$ cat src/rtl/sqw_pkg.sv
package sqw_pkg;
  typedef enum logic {
    LANE_IDLE = 1'b0,
    LANE_WALK = 1'b1
  } lane_state_e;
endpackage

$ cat src/rtl/sqw_batch.sv
// One cycle of the squash walk: flags up to SQ_WIDTH entries from ptr downward.
module sqw_batch #(
  parameter int DEPTH    = 8,
  parameter int SEQ_W    = 16,
  parameter int SQ_WIDTH = 2,
  localparam int IDX_W   = $clog2(DEPTH),
  localparam int CNT_W   = $clog2(DEPTH + 1)
) (
  input  logic                        en,
  input  logic [DEPTH-1:0][SEQ_W-1:0] seqs,
  input  logic [IDX_W-1:0]            ptr,
  input  logic [CNT_W-1:0]            rem,
  input  logic [SEQ_W-1:0]            bound,
  output logic [DEPTH-1:0]            mark_mask,
  output logic                        fin,
  output logic [IDX_W-1:0]            ptr_nxt
);
  localparam logic [IDX_W-1:0] ONE_IDX = IDX_W'(1);
  localparam logic [CNT_W-1:0] ONE_CNT = CNT_W'(1);

  logic [IDX_W-1:0] p;
  logic [CNT_W-1:0] r;
  logic             act;

  always_comb begin
    mark_mask = '0;
    p         = ptr;
    r         = rem;
    fin       = 1'b0;
    act       = en;
    if (en && r == '0) begin
      fin = 1'b1;
      act = 1'b0;
    end
    for (int i = 0; i < SQ_WIDTH; i++) begin
      if (act) begin
        if (seqs[p] > bound) begin
          mark_mask[p] = 1'b1;
          if (r == ONE_CNT) begin
            fin = 1'b1;
            act = 1'b0;
          end else begin
            p = p - ONE_IDX;
            r = r - ONE_CNT;
          end
        end else begin
          act = 1'b0;
        end
      end
    end
    if (en && !fin && !(seqs[p] > bound)) fin = 1'b1;
    ptr_nxt = p;
  end

  always_comb begin
    assert_batch_width_R3 : assert ($countones(mark_mask) <= SQ_WIDTH);
  end
endmodule

$ cat src/rtl/sqw_lane.sv
// One thread's circular queue with its squash walker.
module sqw_lane
  import sqw_pkg::*;
#(
  parameter int DEPTH    = 8,
  parameter int SEQ_W    = 16,
  parameter int SQ_WIDTH = 2,
  localparam int IDX_W   = $clog2(DEPTH),
  localparam int CNT_W   = $clog2(DEPTH + 1)
) (
  input  logic             clk,
  input  logic             rst_n,
  input  logic             enq_fire,
  input  logic [SEQ_W-1:0] enq_seq,
  input  logic             mark_fire,
  input  logic [SEQ_W-1:0] mark_seq,
  input  logic             ret_fire,
  input  logic             sq_start,
  input  logic [SEQ_W-1:0] sq_seq,
  output logic [SEQ_W-1:0] head_seq,
  output logic             head_rdy,
  output logic             head_sqd,
  output logic             lane_full,
  output logic             lane_empty,
  output logic             walk_done
);
  localparam logic [IDX_W-1:0] ONE_IDX = IDX_W'(1);

  logic [DEPTH-1:0][SEQ_W-1:0] seq_q;
  logic [DEPTH-1:0]            rdy_q, sqd_q, rdy_n, sqd_n, live;
  logic [IDX_W-1:0]            head_q, tail_q, ptr_q, ptr_nxt;
  logic [CNT_W-1:0]            cnt_q, rem;
  logic [SEQ_W-1:0]            bound_q;
  lane_state_e                 state_q;
  logic                        walk_en, fin;
  logic [DEPTH-1:0]            walk_mask;

  assign walk_en    = (state_q == LANE_WALK);
  assign lane_empty = (cnt_q == '0);
  assign lane_full  = (cnt_q == CNT_W'(DEPTH));
  assign walk_done  = !walk_en;
  assign head_seq   = seq_q[head_q];
  assign head_rdy   = !lane_empty && rdy_q[head_q];
  assign head_sqd   = sqd_q[head_q];
  assign rem        = lane_empty ? '0 : CNT_W'(ptr_q - head_q) + CNT_W'(1);

  for (genvar g = 0; g < DEPTH; g++) begin : g_live
    assign live[g] = CNT_W'(IDX_W'(g) - head_q) < cnt_q;
  end

  sqw_batch #(.DEPTH(DEPTH), .SEQ_W(SEQ_W), .SQ_WIDTH(SQ_WIDTH)) u_batch (
    .en(walk_en), .seqs(seq_q), .ptr(ptr_q), .rem(rem), .bound(bound_q),
    .mark_mask(walk_mask), .fin(fin), .ptr_nxt(ptr_nxt)
  );

  always_comb begin
    rdy_n = rdy_q | walk_mask;
    sqd_n = sqd_q | walk_mask;
    for (int i = 0; i < DEPTH; i++) begin
      if (mark_fire && live[i] && seq_q[i] == mark_seq) rdy_n[i] = 1'b1;
    end
    if (enq_fire) begin
      rdy_n[tail_q] = 1'b0;
      sqd_n[tail_q] = 1'b0;
    end
  end

  always_ff @(posedge clk or negedge rst_n) begin
    if (!rst_n) begin
      head_q  <= '0;
      tail_q  <= '0;
      cnt_q   <= '0;
      rdy_q   <= '0;
      sqd_q   <= '0;
      ptr_q   <= '0;
      bound_q <= '0;
      state_q <= LANE_IDLE;
    end else begin
      rdy_q <= rdy_n;
      sqd_q <= sqd_n;
      if (enq_fire) tail_q <= tail_q + ONE_IDX;
      if (ret_fire) head_q <= head_q + ONE_IDX;
      cnt_q <= cnt_q + CNT_W'(enq_fire) - CNT_W'(ret_fire);
      if (sq_start) begin
        state_q <= LANE_WALK;
        bound_q <= sq_seq;
        ptr_q   <= tail_q - ONE_IDX;
      end else if (walk_en) begin
        ptr_q <= ptr_nxt;
        if (fin) state_q <= LANE_IDLE;
      end
    end
  end

  always_ff @(posedge clk) begin
    if (enq_fire) seq_q[tail_q] <= enq_seq;
  end

  assert_retire_head_ready_R7 : assert property (@(posedge clk) disable iff (!rst_n)
    ret_fire |-> (!lane_empty && rdy_q[head_q]));
  assert_no_overflow_R12 : assert property (@(posedge clk) disable iff (!rst_n)
    enq_fire |-> !lane_full);
  assert_enq_stall_R10 : assert property (@(posedge clk) disable iff (!rst_n)
    walk_en |-> !enq_fire);
  assert_walk_marks_live_R4 : assert property (@(posedge clk) disable iff (!rst_n)
    ((walk_mask & ~live) == '0));
endmodule

$ cat src/rtl/sqw_head_mux.sv
// Retire-port selection and commit-possible reduction.
module sqw_head_mux #(
  parameter int NT     = 2,
  parameter int SEQ_W  = 16,
  localparam int TID_W = $clog2(NT)
) (
  input  logic [NT-1:0]            head_rdy,
  input  logic [NT-1:0][SEQ_W-1:0] head_seq,
  input  logic [NT-1:0]            head_sqd,
  input  logic [NT-1:0]            thread_active,
  input  logic [TID_W-1:0]         rt_tid,
  output logic                     rt_valid,
  output logic [SEQ_W-1:0]         rt_seq,
  output logic                     rt_squashed,
  output logic                     commit_possible
);
  assign rt_valid        = head_rdy[rt_tid];
  assign rt_seq          = head_seq[rt_tid];
  assign rt_squashed     = head_sqd[rt_tid];
  assign commit_possible = |(head_rdy & thread_active);
endmodule

$ cat src/rtl/sqw_engine.sv
module sqw_engine #(
  parameter int NUM_THREADS  = 2,
  parameter int LANE_DEPTH   = 8,
  parameter int SEQ_W        = 16,
  parameter int SQUASH_WIDTH = 2,
  localparam int TID_W       = $clog2(NUM_THREADS)
) (
  input  logic                   clk,
  input  logic                   rst_n,
  input  logic [NUM_THREADS-1:0] thread_active,
  input  logic                   enq_valid,
  output logic                   enq_ready,
  input  logic [TID_W-1:0]       enq_tid,
  input  logic [SEQ_W-1:0]       enq_seq,
  input  logic                   mark_valid,
  input  logic [TID_W-1:0]       mark_tid,
  input  logic [SEQ_W-1:0]       mark_seq,
  input  logic                   sq_req,
  input  logic [TID_W-1:0]       sq_tid,
  input  logic [SEQ_W-1:0]       sq_seq,
  input  logic [TID_W-1:0]       rt_tid,
  output logic                   rt_valid,
  input  logic                   rt_ready,
  output logic [SEQ_W-1:0]       rt_seq,
  output logic                   rt_squashed,
  output logic [NUM_THREADS-1:0] head_ready,
  output logic [NUM_THREADS-1:0] squash_done,
  output logic                   commit_possible
);
  logic [NUM_THREADS-1:0]            lane_full, lane_empty, head_rdy, head_sqd;
  logic [NUM_THREADS-1:0][SEQ_W-1:0] head_seq;
  logic                              all_empty;

  assign all_empty = &lane_empty;
  assign enq_ready = !lane_full[enq_tid] && squash_done[enq_tid] &&
                     !(sq_req && sq_tid == enq_tid);

  for (genvar t = 0; t < NUM_THREADS; t++) begin : g_lane
    logic enq_fire_t, mark_fire_t, ret_fire_t, sq_start_t;
    assign enq_fire_t  = enq_valid && enq_ready && enq_tid == TID_W'(t);
    assign mark_fire_t = mark_valid && mark_tid == TID_W'(t);
    assign ret_fire_t  = rt_valid && rt_ready && rt_tid == TID_W'(t);
    assign sq_start_t  = sq_req && !all_empty && sq_tid == TID_W'(t);

    sqw_lane #(.DEPTH(LANE_DEPTH), .SEQ_W(SEQ_W), .SQ_WIDTH(SQUASH_WIDTH)) u_lane (
      .clk(clk), .rst_n(rst_n),
      .enq_fire(enq_fire_t), .enq_seq(enq_seq),
      .mark_fire(mark_fire_t), .mark_seq(mark_seq),
      .ret_fire(ret_fire_t),
      .sq_start(sq_start_t), .sq_seq(sq_seq),
      .head_seq(head_seq[t]), .head_rdy(head_rdy[t]), .head_sqd(head_sqd[t]),
      .lane_full(lane_full[t]), .lane_empty(lane_empty[t]),
      .walk_done(squash_done[t])
    );
  end

  sqw_head_mux #(.NT(NUM_THREADS), .SEQ_W(SEQ_W)) u_mux (
    .head_rdy(head_rdy), .head_seq(head_seq), .head_sqd(head_sqd),
    .thread_active(thread_active), .rt_tid(rt_tid),
    .rt_valid(rt_valid), .rt_seq(rt_seq), .rt_squashed(rt_squashed),
    .commit_possible(commit_possible)
  );

  assign head_ready = head_rdy;

  assert_empty_squash_ignored_R1 : assert property (@(posedge clk) disable iff (!rst_n)
    (sq_req && all_empty) |=> (squash_done == '1));
  assert_squash_clears_done_R2 : assert property (@(posedge clk) disable iff (!rst_n)
    (sq_req && !all_empty) |=> !squash_done[$past(sq_tid)]);
  assert_retire_needs_ready_R7 : assert property (@(posedge clk) disable iff (!rst_n)
    rt_valid |-> head_ready[rt_tid]);
endmodule

$ cat config.mk
export PLATFORM = sky130hd
export DESIGN_NAME = sqw_engine
export DESIGN_NICKNAME = d
export VERILOG_FILES = /design/src/rtl/sqw_pkg.sv /design/src/rtl/sqw_batch.sv /design/src/rtl/sqw_lane.sv /design/src/rtl/sqw_head_mux.sv /design/src/rtl/sqw_engine.sv
export SDC_FILE = /design/constraint.sdc
export NUM_CORES = 1
export LEC_CHECK = 0
export BUFFER_PORTS_ARGS = -buffer_cell sky130_fd_sc_hd__buf_2
export CORE_MARGIN = 8
export CORE_UTILIZATION = 24
export CTS_CLUSTER_DIAMETER = 200
export DETAILED_ROUTE_END_ITERATION = 8
export PLACE_DENSITY = 0.41
export SLEW_MARGIN = 0
export SYNTH_ARGS = -nofsm -noshare
export SYNTH_HDL_FRONTEND = slang
export SYNTH_SLANG_ARGS = --single-unit
$ cat constraint.sdc
create_clock -name clk -period 9.65 [get_ports clk]
set_clock_uncertainty 0.15 [all_clocks]
set_input_delay 0.965 -clock clk [delete_from_list [all_inputs] [get_ports clk]]
set_output_delay 0.965 -clock clk [all_outputs]
set_load 0.01 [all_outputs]
==> results_dict.tcl <==
set metrics [dict create \
    status "completed" \
    avgRoutedWirePerCell_um 31.5 \
    endpoint_kind "register" \
    gp_congestion 1.02 \
    grt_pass1_vias 23100 \
    crit_slowest_cell "a2111oi_0" \
    nets 3011 \
    fin_tns_setup_ns 0 \
    dieWidth_um 356 \
    slew-limit-headroom 0.185 \
    routed_via_density 5.57 \
    cp_max_fo 30 \
    cts-buffers-inserted 43 \
    cpMostUsedCell "buf_4" \
    syn_nets 2929 \
    cp.arrival_ns 9.67 \
    grtUsageTotal 0.207 \
    drc 0 \
    grt_overflow 0 \
    synth_adder_area_share 0.0842 \
    drv_cap 0 \
    fin_util 0.280 \
    drive_above_1_share 0.168 \
    ys_warn_count 0 \
    dpl.cell_count 4228 \
    seq_area_frac_synth 0.361 \
    clockBufferDepth 3 \
    netlist_instances 2685 \
    drt-pass1-iter-count 7 \
    detailed_place_hpwl_um 101000 \
    postRouteAntennaNets 0 \
    cp_num_buf_inv 7 \
    hold_viol 0 \
    synth_most_common_cell "edfxtp_1" \
    r2r-end "g_lane[1].u_lane.state_q" \
    synth_compound_area_frac 0.144 \
    grt_pass1_wl_um 190000 \
    hp-class "input pin to async pin" \
    p_total_uw 12900 \
    ir_worst_vdd_v 0.000213 \
    synth_top_family_by_area "compound AO/OA/AOI/OAI gates" \
    synth-async-reset-ratio 0.264 \
    instances_no_fill 4319 \
    path_clk_slew_ns 0.06 \
    setup_viol 0 \
    port-buffer-count 83 \
    syn_to_final_growth_pct 15.7 \
    vias 24000 \
    die_h_um 356 \
    tightest_slew_ns 1.21 \
    ys_top_cells_by_area "edfxtp_1 (28%), dfrtp_1 (8.3%), ha_1 (8.1%)" \
    synth.mux.area_fraction 0.138 \
    min_period_ns 9.38 \
    worstPathRequired_ns 9.94 \
    die_area_mm2 0.127 \
    clock_latency_ns 0.61 \
    yosys.area_share.simple 0.134 \
    core_mm2 0.115 \
    power_density_mw_per_mm2 402 \
    leakagePower_uw 0.0121 \
    numClockSinks 348 \
    synth_common_cells "edfxtp_1 (256), nand2_1 (229), xor2_1 (185), ha_1 (180), mux2i_1 (144)" \
    cts_max_level 2 \
    grt_max_degree 60 \
    critical_path_class "register to register" \
    ios 84 \
    crit_path_start_kind "register" \
    syn_avg_cell_area_um2 10.3 \
    synth_xor_xnor_area_share 0.0940 \
    clockRootBuffer "clkbuf_16" \
    ys_ff_latch 348 \
    routed_wl_um 136000 \
    rsz0062_at_grt "false" \
    antenna_found_initial 20 \
    worst-r2r-setup-slack_ns 0.27 \
    synth_edf_count 256 \
    fin_crit_sh 0.972 \
    start_util 0.242 \
    yosys.area.top_type "edfxtp_1" \
    drtIter0Drc 2918 \
    fmax_mhz 107 \
    maxSlewViolCount 0 \
    cts_tree "done" \
    row_count 124 \
    synth_top_area_share 0.277 \
    reg2regPathDepth 36 \
    timing.rr.start "g_lane[1].u_lane.ptr_q[0]" \
    synthFlopType "edfxtp_1" \
    slowest_delay_ns 0.50 \
    cp_top_family "compound AO/OA/AOI/OAI gates" \
    synth_area_mm2 0.0277 \
    synth_cell_type_count 81 \
]
## placed cells by master (no fill, tap or decap), drive strengths merged, types with 38 or more instances in the layout
| cell type | n |
|---|---|
| inv | 127 |
| ha | 180 |
| xnor2 | 101 |
| a21oi | 114 |
| dfrtp | 92 |
| nor3 | 51 |
| xor2 | 185 |
| mux4 | 96 |
| mux2i | 144 |
| nand4 | 77 |
| nor4 | 63 |
| nor3b | 68 |
| a22oi | 134 |
| clkbuf | 56 |
| buf | 220 |
| o21ai | 59 |
| nand2 | 230 |
| edfxtp | 256 |
| nor2 | 86 |
| nand3 | 50 |
| a211oi | 85 |
| o22ai | 38 |
## cells by family (layout without fill, tap and decap cells)
kind of cell | count (synthesis) | after routing
other | 0 | 8
xor gates and xnor gates | 287 | 288
and+or+nand+nor | 717 | 717
AOI/OAI and AO/OA | 578 | 578
buffers and inverters | 312 | 425
muxes | 259 | 259
adders and majority gates | 184 | 184
DFF | 348 | 348
## report_power, final
group,internal (µW),switching [µW]
sequential,1810,195
combinational,3640,5590
clock,935,713
total,6390,6500
## area by class of cell
| cell class | instances | area (µm²) |
|---|---|---|
| Tap cell | 1512 | 1890 |
| Fill cell | 12000 | 82400 |
| Clock inverter | 21 | 154 |
| Antenna cell | 8 | 20.0 |
| Timing Repair Buffer | 220 | 1600 |
| Inverter | 128 | 480 |
| Sequential cell | 348 | 10000 |
| Clock buffer | 56 | 1240 |
| Multi-Input combinational cell | 2026 | 16700 |
## sequential cells by signal (all words and copies together), names as in the netlist
register	flops
g_lane.u_lane.bound_q	32
g_lane.u_lane.head_q	6
g_lane.u_lane.rdy_q	16
g_lane.u_lane.tail_q	6
g_lane.u_lane.ptr_q	6
g_lane.u_lane.cnt_q	8
g_lane.u_lane.seq_q	256
g_lane.u_lane.sqd_q	16
g_lane.u_lane.state_q	2
## through the flow
step	worst slack (ns)	instance area, µm²	hold slack [ns]
final	0.272	32100	0.188
after global placement	-0.0976	30500	0.330
after detailed placement	-0.00295	30500	0.334
after floorplan	1.21	27700	0.309
after CTS	0.0259	31900	0.187
after global routing	0.000290	32000	0.202
## worst register-to-register path: cells and delay by family (launching register included)
family                   cells  cell delay, ns
adder cells (fa/ha/maj)      3            0.98
XOR/XNOR                     1            0.30
buffers and inverters        7            1.75
AO/OA/AOI/OAI               13            3.31
multiplexers                 3            0.93
flip-flops                   1            0.44
AND/OR/NAND/NOR              9            1.37
## how the worst max path moves through the flow
stage,endpoint,from,slack (ns),cells after the start
2_1_floorplan,g_lane[0].u_lane.state_q,g_lane[0].u_lane.ptr_q[2],1.21,38
3_3_place_gp,g_lane[1].u_lane.state_q,g_lane[1].u_lane.ptr_q[1],-0.1,36
3_5_place_dp,g_lane[1].u_lane.state_q,g_lane[1].u_lane.ptr_q[1],-0.003,35
4_1_cts,g_lane[1].u_lane.state_q,g_lane[1].u_lane.ptr_q[1],0.03,35
5_1_grt,g_lane[1].u_lane.state_q,g_lane[1].u_lane.ptr_q[0],0.0003,36
6_report,g_lane[1].u_lane.state_q,g_lane[1].u_lane.ptr_q[0],0.27,36
## routing by layer
metal  vias up  GRT usage  share of wire
met5         -          0        0.00064
met4        14     0.0599          0.032
met3       200     0.0376          0.082
met2      1196      0.316           0.43
met1     12300      0.299           0.45
li1      10400          -              -
## timing repair
item	4_1_cts	5_1_grt
resized for setup	1	8
setup buffers	0	5
pin swaps	0	1
hold buffers	0	0
gates cloned	0	1
endpoints found under the setup margin	1	2
No activity file was read; power rests on OpenSTA's default activity.
